--- config.mk ---
export PLATFORM = sky130hd
export DESIGN_NAME = acq_seq_ctrl
export DESIGN_NICKNAME = d
export VERILOG_FILES = /design/src/rtl/acq_pkg.sv /design/src/rtl/acq_edge_sync.sv /design/src/rtl/acq_pace_gen.sv /design/src/rtl/acq_cond_sel.sv /design/src/rtl/acq_seq_ctrl.sv
export SDC_FILE = /design/constraint.sdc
export NUM_CORES = 1
export LEC_CHECK = 0
export ABC_AREA = 1
export BUFFER_PORTS_ARGS = -buffer_cell sky130_fd_sc_hd__buf_2
export CAP_MARGIN = 25
export CORE_UTILIZATION = 37
export CTS_CLUSTER_DIAMETER = 60
export DETAILED_ROUTE_END_ITERATION = 10
export PLACE_DENSITY = 0.66
export SYNTH_ARGS = -nofsm -noshare
export SYNTH_HDL_FRONTEND = slang
export SYNTH_SLANG_ARGS = --single-unit
--- constraint.sdc ---
create_clock -name clk -period 4.7 [get_ports clk]
set_input_delay 0.94 -clock clk [delete_from_list [all_inputs] [get_ports clk]]
set_output_delay 0.94 -clock clk [all_outputs]
set_load 0.02 [all_outputs]
--- src/rtl/acq_pkg.sv ---
package acq_pkg;

  typedef enum logic [1:0] {
    ST_IDLE  = 2'd0,
    ST_ARMED = 2'd1,
    ST_RUN   = 2'd2,
    ST_DONE  = 2'd3
  } acq_state_e;

  localparam int SRC_W = 3;
  localparam int AUX_N = 3;

  // start source codes
  localparam logic [SRC_W-1:0] STA_SOFT    = 3'd0;
  localparam logic [SRC_W-1:0] STA_TRIG_RE = 3'd1;
  localparam logic [SRC_W-1:0] STA_TRIG_FE = 3'd2;
  localparam logic [SRC_W-1:0] STA_PATTERN = 3'd3;
  localparam logic [SRC_W-1:0] STA_AUX0    = 3'd4;

  // pace source codes
  localparam logic [SRC_W-1:0] PAC_TICK    = 3'd0;
  localparam logic [SRC_W-1:0] PAC_ECLK    = 3'd1;
  localparam logic [SRC_W-1:0] PAC_HSHK    = 3'd2;
  localparam logic [SRC_W-1:0] PAC_AUX0    = 3'd3;

  // stop source codes
  localparam logic [SRC_W-1:0] STP_TRIG_RE = 3'd1;
  localparam logic [SRC_W-1:0] STP_TRIG_FE = 3'd2;
  localparam logic [SRC_W-1:0] STP_AUX0    = 3'd3;
  localparam logic [SRC_W-1:0] STP_COUNT   = 3'd6;

  // positions of the synchronised pins
  localparam int PIN_AUX0 = 0;
  localparam int PIN_TRIG = AUX_N;
  localparam int PIN_ECLK = AUX_N + 1;
  localparam int PIN_HSRQ = AUX_N + 2;
  localparam int PIN_N    = AUX_N + 3;

endpackage

--- src/rtl/acq_edge_sync.sv ---
module acq_edge_sync #(
  parameter int WIDTH  = 6,
  parameter int STAGES = 2
) (
  input  logic             clk,
  input  logic             rst,
  input  logic [WIDTH-1:0] pin,
  output logic [WIDTH-1:0] lvl,
  output logic [WIDTH-1:0] lvl_d
);

  localparam int CHAIN = STAGES + 1;

  for (genvar b = 0; b < WIDTH; b++) begin : g_bit
    logic [CHAIN-1:0] chain_q;
    always_ff @(posedge clk) begin
      if (rst) chain_q <= '0;
      else     chain_q <= {chain_q[CHAIN-2:0], pin[b]};
    end
    assign lvl[b]   = chain_q[STAGES-1];
    assign lvl_d[b] = chain_q[STAGES];
  end

endmodule

--- src/rtl/acq_pace_gen.sv ---
module acq_pace_gen #(
  parameter int RATE_W = 16
) (
  input  logic              clk,
  input  logic              rst,
  input  logic              run,
  input  logic [RATE_W-1:0] rate,
  output logic              tick
);

  logic [RATE_W-1:0] div_q;

  assign tick = run && (div_q == rate);

  always_ff @(posedge clk) begin
    if (rst || !run) div_q <= '0;
    else if (tick)   div_q <= '0;
    else             div_q <= div_q + 1'b1;
  end

endmodule

--- src/rtl/acq_cond_sel.sv ---
module acq_cond_sel
  import acq_pkg::*;
(
  input  logic [SRC_W-1:0] start_src,
  input  logic [SRC_W-1:0] pace_src,
  input  logic [SRC_W-1:0] stop_src,
  input  logic [PIN_N-1:0] lvl,
  input  logic [PIN_N-1:0] lvl_d,
  input  logic             int_tick,
  input  logic             pat_ev,
  output logic             start_ev,
  output logic             pace_ev,
  output logic             stop_ev
);

  logic [PIN_N-1:0] rise;
  logic             trig_fall;

  assign rise      = lvl & ~lvl_d;
  assign trig_fall = ~lvl[PIN_TRIG] & lvl_d[PIN_TRIG];

  always_comb begin
    start_ev = 1'b0;
    case (start_src)
      STA_TRIG_RE: start_ev = rise[PIN_TRIG];
      STA_TRIG_FE: start_ev = trig_fall;
      STA_PATTERN: start_ev = pat_ev;
      3'd4, 3'd5, 3'd6:
        start_ev = rise[PIN_AUX0 + int'(start_src - STA_AUX0)];
      default:     start_ev = 1'b0;
    endcase
  end

  always_comb begin
    pace_ev = 1'b0;
    case (pace_src)
      PAC_TICK: pace_ev = int_tick;
      PAC_ECLK: pace_ev = rise[PIN_ECLK];
      PAC_HSHK: pace_ev = rise[PIN_HSRQ];
      3'd3, 3'd4, 3'd5:
        pace_ev = rise[PIN_AUX0 + int'(pace_src - PAC_AUX0)];
      default:  pace_ev = 1'b0;
    endcase
  end

  always_comb begin
    stop_ev = 1'b0;
    case (stop_src)
      STP_TRIG_RE: stop_ev = rise[PIN_TRIG];
      STP_TRIG_FE: stop_ev = trig_fall;
      3'd3, 3'd4, 3'd5:
        stop_ev = rise[PIN_AUX0 + int'(stop_src - STP_AUX0)];
      default:     stop_ev = 1'b0;
    endcase
  end

endmodule

--- src/rtl/acq_seq_ctrl.sv ---
module acq_seq_ctrl
  import acq_pkg::*;
#(
  parameter int DATA_W = 16,
  parameter int CNT_W  = 16,
  parameter int RATE_W = 16
) (
  input  logic              clk,
  input  logic              rst,
  input  logic              cfg_load,
  input  logic [2:0]        cfg_start_src,
  input  logic [2:0]        cfg_pace_src,
  input  logic [2:0]        cfg_stop_src,
  input  logic [RATE_W-1:0] cfg_rate,
  input  logic [CNT_W-1:0]  cfg_target,
  input  logic [DATA_W-1:0] cfg_pat_value,
  input  logic [DATA_W-1:0] cfg_pat_mask,
  input  logic              sw_start,
  input  logic              sw_stop,
  input  logic              sw_reset,
  input  logic              ext_trig,
  input  logic [2:0]        aux_in,
  input  logic              ext_clk,
  input  logic              hs_req,
  input  logic [DATA_W-1:0] din,
  output logic              fifo_we,
  output logic [DATA_W-1:0] fifo_wdata,
  output logic              fifo_flush,
  output logic              hs_ack,
  output logic [CNT_W-1:0]  sample_cnt,
  output logic              busy,
  output logic              done
);

  acq_state_e        state_q, state_d;

  logic [SRC_W-1:0]  start_r, pace_r, stop_r;
  logic [RATE_W-1:0] rate_r;
  logic [CNT_W-1:0]  target_r;
  logic [DATA_W-1:0] pval_r, pmask_r;

  logic [PIN_N-1:0]  pins, lvl, lvl_d;
  logic              int_tick, pat_now, pat_prev, pat_ev;
  logic              start_ev, pace_ev, stop_ev;
  logic              take, clr, cnt_mode, cnt_reached, cnt_last;

  // configuration, writable only while idle
  always_ff @(posedge clk) begin
    if (rst) begin
      start_r  <= STA_SOFT;
      pace_r   <= PAC_TICK;
      stop_r   <= '0;
      rate_r   <= '0;
      target_r <= '0;
      pval_r   <= '0;
      pmask_r  <= '0;
    end else if (cfg_load && state_q == ST_IDLE) begin
      start_r  <= cfg_start_src;
      pace_r   <= cfg_pace_src;
      stop_r   <= cfg_stop_src;
      rate_r   <= cfg_rate;
      target_r <= cfg_target;
      pval_r   <= cfg_pat_value;
      pmask_r  <= cfg_pat_mask;
    end
  end

  assign pins = {hs_req, ext_clk, ext_trig, aux_in};

  acq_edge_sync #(.WIDTH(PIN_N), .STAGES(2)) u_sync (
    .clk   (clk),
    .rst   (rst),
    .pin   (pins),
    .lvl   (lvl),
    .lvl_d (lvl_d)
  );

  acq_pace_gen #(.RATE_W(RATE_W)) u_pace (
    .clk  (clk),
    .rst  (rst),
    .run  (state_q == ST_RUN),
    .rate (rate_r),
    .tick (int_tick)
  );

  // pattern compare, edge qualified
  assign pat_now = ((din & pmask_r) == (pval_r & pmask_r));
  assign pat_ev  = pat_now && !pat_prev;

  always_ff @(posedge clk) begin
    if (rst) pat_prev <= 1'b1;
    else     pat_prev <= pat_now;
  end

  acq_cond_sel u_sel (
    .start_src (start_r),
    .pace_src  (pace_r),
    .stop_src  (stop_r),
    .lvl       (lvl),
    .lvl_d     (lvl_d),
    .int_tick  (int_tick),
    .pat_ev    (pat_ev),
    .start_ev  (start_ev),
    .pace_ev   (pace_ev),
    .stop_ev   (stop_ev)
  );

  assign cnt_mode    = (stop_r == STP_COUNT);
  assign cnt_reached = cnt_mode && (sample_cnt >= target_r);
  assign cnt_last    = cnt_mode && (sample_cnt == target_r - 1'b1);
  assign clr         = sw_reset && (state_q == ST_IDLE || state_q == ST_DONE);

  always_comb begin
    state_d = state_q;
    take    = 1'b0;
    case (state_q)
      ST_IDLE: begin
        if (sw_start) state_d = (start_r == STA_SOFT) ? ST_RUN : ST_ARMED;
      end
      ST_ARMED: begin
        if (sw_stop)       state_d = ST_DONE;
        else if (start_ev) state_d = ST_RUN;
      end
      ST_RUN: begin
        if (sw_stop || stop_ev || cnt_reached) begin
          state_d = ST_DONE;
        end else if (pace_ev) begin
          take = 1'b1;
          if (cnt_last) state_d = ST_DONE;
        end
      end
      default: state_d = ST_IDLE;
    endcase
  end

  always_ff @(posedge clk) begin
    if (rst) begin
      state_q    <= ST_IDLE;
      fifo_we    <= 1'b0;
      fifo_wdata <= '0;
      fifo_flush <= 1'b0;
      hs_ack     <= 1'b0;
      sample_cnt <= '0;
      busy       <= 1'b0;
      done       <= 1'b0;
    end else begin
      state_q    <= state_d;
      fifo_we    <= take;
      if (take) fifo_wdata <= din;
      fifo_flush <= clr;
      hs_ack     <= take && (pace_r == PAC_HSHK);
      if (clr)       sample_cnt <= '0;
      else if (take) sample_cnt <= sample_cnt + 1'b1;
      busy       <= (state_d == ST_ARMED) || (state_d == ST_RUN);
      done       <= (state_d == ST_DONE);
    end
  end

endmodule

Word-level counts from Yosys, hierarchy flattened
Cells that the tools add are included.

Word-level logic and storage cells: 110. Input port bits: 101. Register bits after elaboration: 147. Output and inout port bits: 37.

Muxes and demuxes: 23. Reduce and logical (&&, ||, !) cells: 22. Bitwise logic cells: 6. Add/subtract/negate cells: 6. Magnitude comparators: 4. Eq/ne operators: 26.

Operator list (number): 32-bit by 5-bit less-than comparator with 1-bit output (second input constant) (3); 16-bit equality test (3); 16-bit by 1-bit adder with 16-bit output (second input constant) (2); 16-bit bitwise AND (2); 3-bit equality test (second input constant) (8); 3-bit by 2-bit equality test with 1-bit output (second input constant) (6); 16-bit >= comparator (1); 16-bit by 1-bit subtractor with 16-bit output (second input constant) (1); 2-bit two-way mux (7); 1-bit binary-select mux with 3-bit select (3); 3-bit by 1-bit equality test with 1-bit output (second input constant) (3); 1-bit two-way mux (9); 3-bit OR reduction (3); 2-bit equality test (second input constant) (4); 1-bit case mux with 4 select lines (2); 3-bit by 2-bit subtractor with 4-bit output (second input constant) (2); 1-bit logical AND (7); 6-bit bitwise AND (1); 3-bit zero test (2); 6-bit inverter (1); 2-bit case mux with 3 select lines (1); 1-bit logical OR (5); 2-bit by 1-bit equality test with 1-bit output (second input constant) (2); 2-bit OR reduction (2); other kinds (6) (7).

Longest topological paths before layout
Depth in word-level cells: 12. Mapped depth: 21. Depth with buffers taken out: 21.

Modules after synthesis
A second synthesis with hierarchy kept.

Cell total of the unflattened synthesis: 1121. Area, all modules: 7763.7 sq um.

By module, submodules not included: acq_seq_ctrl (instances 1, area an instance 5550.3 sq um, cells an instance 778); acq_pace_gen (instances 1, area an instance 1167.4 sq um, cells an instance 188); acq_edge_sync (instances 1, area an instance 611.8 sq um, cells an instance 68); acq_cond_sel (instances 1, area an instance 434.2 sq um, cells an instance 87).

Least setup slack after synthesis
Ideal clock, no wire load.

Path kind: input to register. Start: input port din[5]. End: register busy. Setup time: 128 ps. Data arrival time: 2305 ps. Slack: 2267 ps. Buffers on the path: 0. Data required time: 4572 ps. Cell stages on the path: 14. Path through: or2_2 > nand3_1 > nand4_1 > nor2_1 > nand3_1 > nand3_1 > nand2_1 > a21oi_1 > nand2_1 > nand2_1 > inv_1 > ha_1 > inv_1 > nor2_1.

Longest elaborated chain between the ends: 9.

Ends and longest elaborated chain: from (decl) (line acq_seq_ctrl.sv:25) `input logic [DATA_W-1:0] din,`; 16-bit bitwise AND (*) (line acq_seq_ctrl.sv:87) `assign pat_now = ((din & pmask_r) == (pval_r & pmask_r));`; 16-bit equality test (*) (line acq_seq_ctrl.sv:87); 1-bit logical AND (*) (line acq_seq_ctrl.sv:88) `assign pat_ev = pat_now && !pat_prev;`; 1-bit case mux with 4 select lines (*) (line acq_cond_sel.sv:24) `case (start_src)`; 2-bit two-way mux (*) (line acq_seq_ctrl.sv:122) `else if (start_ev) state_d = ST_RUN;`; 2-bit two-way mux (*) (line acq_seq_ctrl.sv:121) `if (sw_stop) state_d = ST_DONE;`; 2-bit case mux with 3 select lines (*) (line acq_seq_ctrl.sv:116) `case (state_q)`; net state_d[0] (line acq_seq_ctrl.sv:35) `acq_state_e state_q, state_d;`; 2-bit by 1-bit equality test with 1-bit output or 2-bit equality test (tied branches) (line acq_seq_ctrl.sv:154) `busy <= (state_d == ST_ARMED) || (state_d == ST_RUN);`; 1-bit logical OR (*) (line acq_seq_ctrl.sv:154); to (signal assigned) (line acq_seq_ctrl.sv:154); to (decl) (line acq_seq_ctrl.sv:31) `output logic busy,`.

The timed path passes the listed nets; every way through them passes the cells marked *. A chain may end at the register's enable or synchronous reset.

Worst setup path in the final report
Start: register state_q[0]. End: register sample_cnt[4].

Longest elaborated chain between the ends: 6.

Ends and longest elaborated chain: from (decl) (line acq_seq_ctrl.sv:35); from (signal assigned) (line acq_seq_ctrl.sv:147) `state_q <= state_d;`; 2-bit equality test (line acq_seq_ctrl.sv:81, acq_seq_ctrl.sv:116); 1-bit logical AND (line acq_pace_gen.sv:13) `assign tick = run && (div_q == rate);`; 1-bit case mux with 4 select lines (line acq_cond_sel.sv:36) `case (pace_src)`; 1-bit two-way mux (line acq_seq_ctrl.sv:127) `end else if (pace_ev) begin`; 1-bit two-way mux (line acq_seq_ctrl.sv:125) `if (sw_stop || stop_ev || cnt_reached) begin`; 1-bit two-way mux (line acq_seq_ctrl.sv:116); to (signal assigned) (line acq_seq_ctrl.sv:153) `else if (take) sample_cnt <= sample_cnt + 1'b1;`; to (decl) (line acq_seq_ctrl.sv:30) `output logic [CNT_W-1:0] sample_cnt,`.

Several ways; a longest one is shown, not always the timed one.

==> flow_summary.json <==
{
  "critPathSlowestCell": "clkinv_2",
  "core_sq_um": 19600,
  "clk_latency_ns": 0.42,
  "die_w_um": 144,
  "wl_um": 19000,
  "grt_overflow": 0,
  "clockBufferDepth": 2,
  "multi_input_area_sq_um": 3900,
  "synth_top_area_share": 0.395,
  "dieArea_sq_um": 20700,
  "tightest_slew_ns": 0.664,
  "h-tree-depth": 4,
  "r2r-start": "state_q[0]",
  "grt.total_usage": 0.193,
  "drc": 0,
  "ff_latch_area_sq_um": 2940,
  "synth_fp_nets": 1194,
  "hold_viol": 0,
  "tritoncts": "done",
  "dpl-instance-area_sq_um": 8350,
  "port_buffers": 137,
  "status": "complete, no violations",
  "cp-start-kind": "flop",
  "first_iter_violations": 432,
  "slew_viol_final": 0,
  "final_layout_size_suffix_gt1_frac": 0.176,
  "cts.sink_count": 147,
  "worstSetupEndpointType": "flop",
  "power.density_nw_per_um2": 495,
  "gp_congestion": 0.875,
  "regToRegEndpoint": "sample_cnt[4]",
  "finalSetupViolations": 0,
  "grt_pass1_vias": 6541,
  "rows": 51,
  "grt_pass1_wl_um": 31100,
  "crit_buf_inv": 3,
  "ys_seq_area_frac": 0.395,
  "synth_cells": 1060,
  "synth_area_leaders": "dfxtp_1, nor2_1, nand2_1",
  "initial_core_util": 0.380,
  "yosysUniqueCellTypes": 48,
  "r2r_slack_ns": 1.89,
  "whs_path_depth": 2,
  "fin_skew_ns": 0.00990,
  "drv_cap": 0,
  "cpPeakStageDelay_ns": 0.50,
  "postCtsHoldBufs": 0,
  "path_clk_slew_ns": 0.06,
  "antenna_found_initial": 0,
  "cts_buffers": 17,
  "die_h_um": 144,
  "hp-class": "reg -> reg",
  "cp.required_ns": 5.01,
  "synth_warnings": 0,
  "synth.avg_cell_area_sq_um": 7.03,
  "rsz0062_at_grt": "false",
  "critPathTopFamily": "simple AND/OR/NAND/NOR gates",
  "yosys_most_used_dff": "dfxtp_1",
  "yosys_register_bits": 147,
  "dpl.hpwl_um": 14000,
  "min_to": "u_sync.g_bit[2].chain_q[1]",
  "fin_crit_ns": 2.81,
  "slew_headroom": 0.556,
  "grt_max_degree": 78,
  "min_from": "u_sync.g_bit[2].chain_q[0]",
  "synth_edf_count": 0,
  "criticalPathCategory": "reg -> reg",
  "postRouteAntennaNets": 0,
  "postLayoutCellArea_sq_um": 8910,
  "crit_path_cell_trace": "inv_1 > ha_1 > inv_1 > a21oi_1 > nand3_1 > nor2_1 > nand4_1 > nand2_2 > nand3_4 > clkinv_2 > nand3_1 > nand2_1 > nor2_1",
  "crit_arrival_ns": 3.13,
  "wl_per_cell_um": 13.0,
  "root_buffer": "clkbuf_16",
  "max_freq_mhz": 355,
  "area_delta_synth_final_pct": 19.6,
  "tns_ns": 0,
  "async_reset_ff_frac": 0,
  "n_fill_cell": 2033,
  "synth_top_cell_by_area": "dfxtp_1",
  "ir_drop_v": 0.000232,
  "min_period_over_period": 0.599,
  "critical_path.max_fanout": 33,
  "ctsResizeCount": 0,
  "pin_count": 138,
  "post-cts-setup-buffer-count": 0,
  "vias_per_cell": 4.77,
  "netlist_area_sq_um": 7450,
  "reg2regPathDepth": 13,
  "leakage_uw": 0.00392,
  "first_pass_iters": 4,
  "vias": 6970,
  "nets": 1317
}
flip-flops by register name, summed over array words and instances, names as in the netlist:
name                  cells
u_pace.div_q             16
pval_r                   16
pace_r                    3
done                      1
busy                      1
fifo_wdata               16
sample_cnt               16
fifo_we                   1
target_r                 16
u_sync.g_bit.chain_q     18
start_r                   3
state_q                   2
fifo_flush                1
rate_r                   16
pat_prev                  1
pmask_r                  16
hs_ack                    1
stop_r                    3
how the worst max path moves through the flow:
stage,to,slack (ns),depth (start not counted),start
after floorplan,busy,2.27,14,din[5]
after global placement,busy,1.80,15,din[1]
after detailed placement,u_pace.div_q[12],1.78,5,rst
after CTS,sample_cnt[6],1.84,13,state_q[0]
after global routing,sample_cnt[5],1.58,13,state_q[0]
final,sample_cnt[4],1.89,13,state_q[0]
cells in the mapped netlist (5+ instances only):
library cell / instances
ha_1: 33
xnor2_1: 10
nand4_1: 10
nor2_1: 208
nand3b_1: 5
nand2_1: 159
nand2_2: 5
clkbuf_1: 29
nor3_1: 20
nor4_1: 5
nand3_1: 47
nor2_4: 5
or2_2: 9
xor2_1: 17
inv_1: 110
a21boi_0: 5
a21oi_1: 69
nor2_2: 5
inv_2: 6
o21ai_0: 113
dfxtp_1: 147
worst reg2reg max path: cells and delay by family (launching register included):
kind / cells / cell delay, ns
flops: 1 / 0.35
fa+ha+maj: 1 / 0.32
simple gates: 8 / 1.17
compound gates: 1 / 0.13
buf+inv: 3 / 0.75
layout by cell type (no fill, tap or decap), drive strengths merged:
| cell | instances |
|---|---|
| inv | 119 |
| buf | 141 |
| o41ai | 1 |
| nor4b | 1 |
| o21bai | 2 |
| a31oi | 2 |
| o211ai | 2 |
| clkinv | 6 |
| clkbuf | 19 |
| nand4 | 10 |
| o21ai | 115 |
| nor4 | 5 |
| nand3b | 5 |
| and2 | 2 |
| nor3 | 22 |
| o22ai | 2 |
| a21boi | 5 |
| ha | 33 |
| a31o | 1 |
| diode | 1 |
| a211oi | 2 |
| bufinv | 2 |
| o31ai | 1 |
| a21o | 2 |
| nor2 | 218 |
| nor3b | 4 |
| or2 | 10 |
| xnor2 | 10 |
| o21a | 2 |
| xor2 | 17 |
| dfxtp | 147 |
| a21oi | 70 |
| clkinvlp | 2 |
| nand3 | 50 |
| nand2 | 164 |
cell type report:
class,instances,share of cell area
Clock buffer,19,0.0486
Clock inverter,11,0.0145
Inverter,118,0.0499
Sequential cell,147,0.330
Timing Repair Buffer,141,0.0817
Tap cell,265,0.0372
Multi-Input combinational cell,758,0.438
Antenna cell,1,0.000281
per-stage QoR:
step                cells  utilization  setup slack (ns)  total power [uW]  hold WS [ns]
floorplan            1060            -              2.27              2730         0.388
global placement     1429        0.426              1.80              3090         0.392
detailed placement   1429        0.426              1.78              3120         0.392
CTS                  1459        0.455              1.84              4450         0.401
global route         1459        0.455              1.58              4760         0.411
finish               1460        0.455              1.89              4410         0.400
per-layer routing:
layer,global-route usage,vias to the layer above,wire length [um]
met3,0.0716,20,1580
li1,-,3663,-
met2,0.311,168,8490
met5,0,-,0
met1,0.236,3119,8650
met4,0.0594,0,237
power breakdown:
group	total (uW)	internal, uW	switching [uW]
registers	1650	1480	171
logic	1440	521	922
clock network	1310	779	533
logic make-up after synthesis:
| logic type | after synthesis | share of synthesized area |
|---|---|---|
| AND/OR/NAND/NOR | 491 | 0.289 |
| AO/OA/AOI/OAI | 207 | 0.147 |
| buffers and inverters | 155 | 0.0818 |
| flip-flops | 147 | 0.395 |
| adder cells (fa/ha/maj) | 33 | 0.0554 |
| XOR/XNOR | 27 | 0.0317 |
Power figures use the tool's default switching activity.
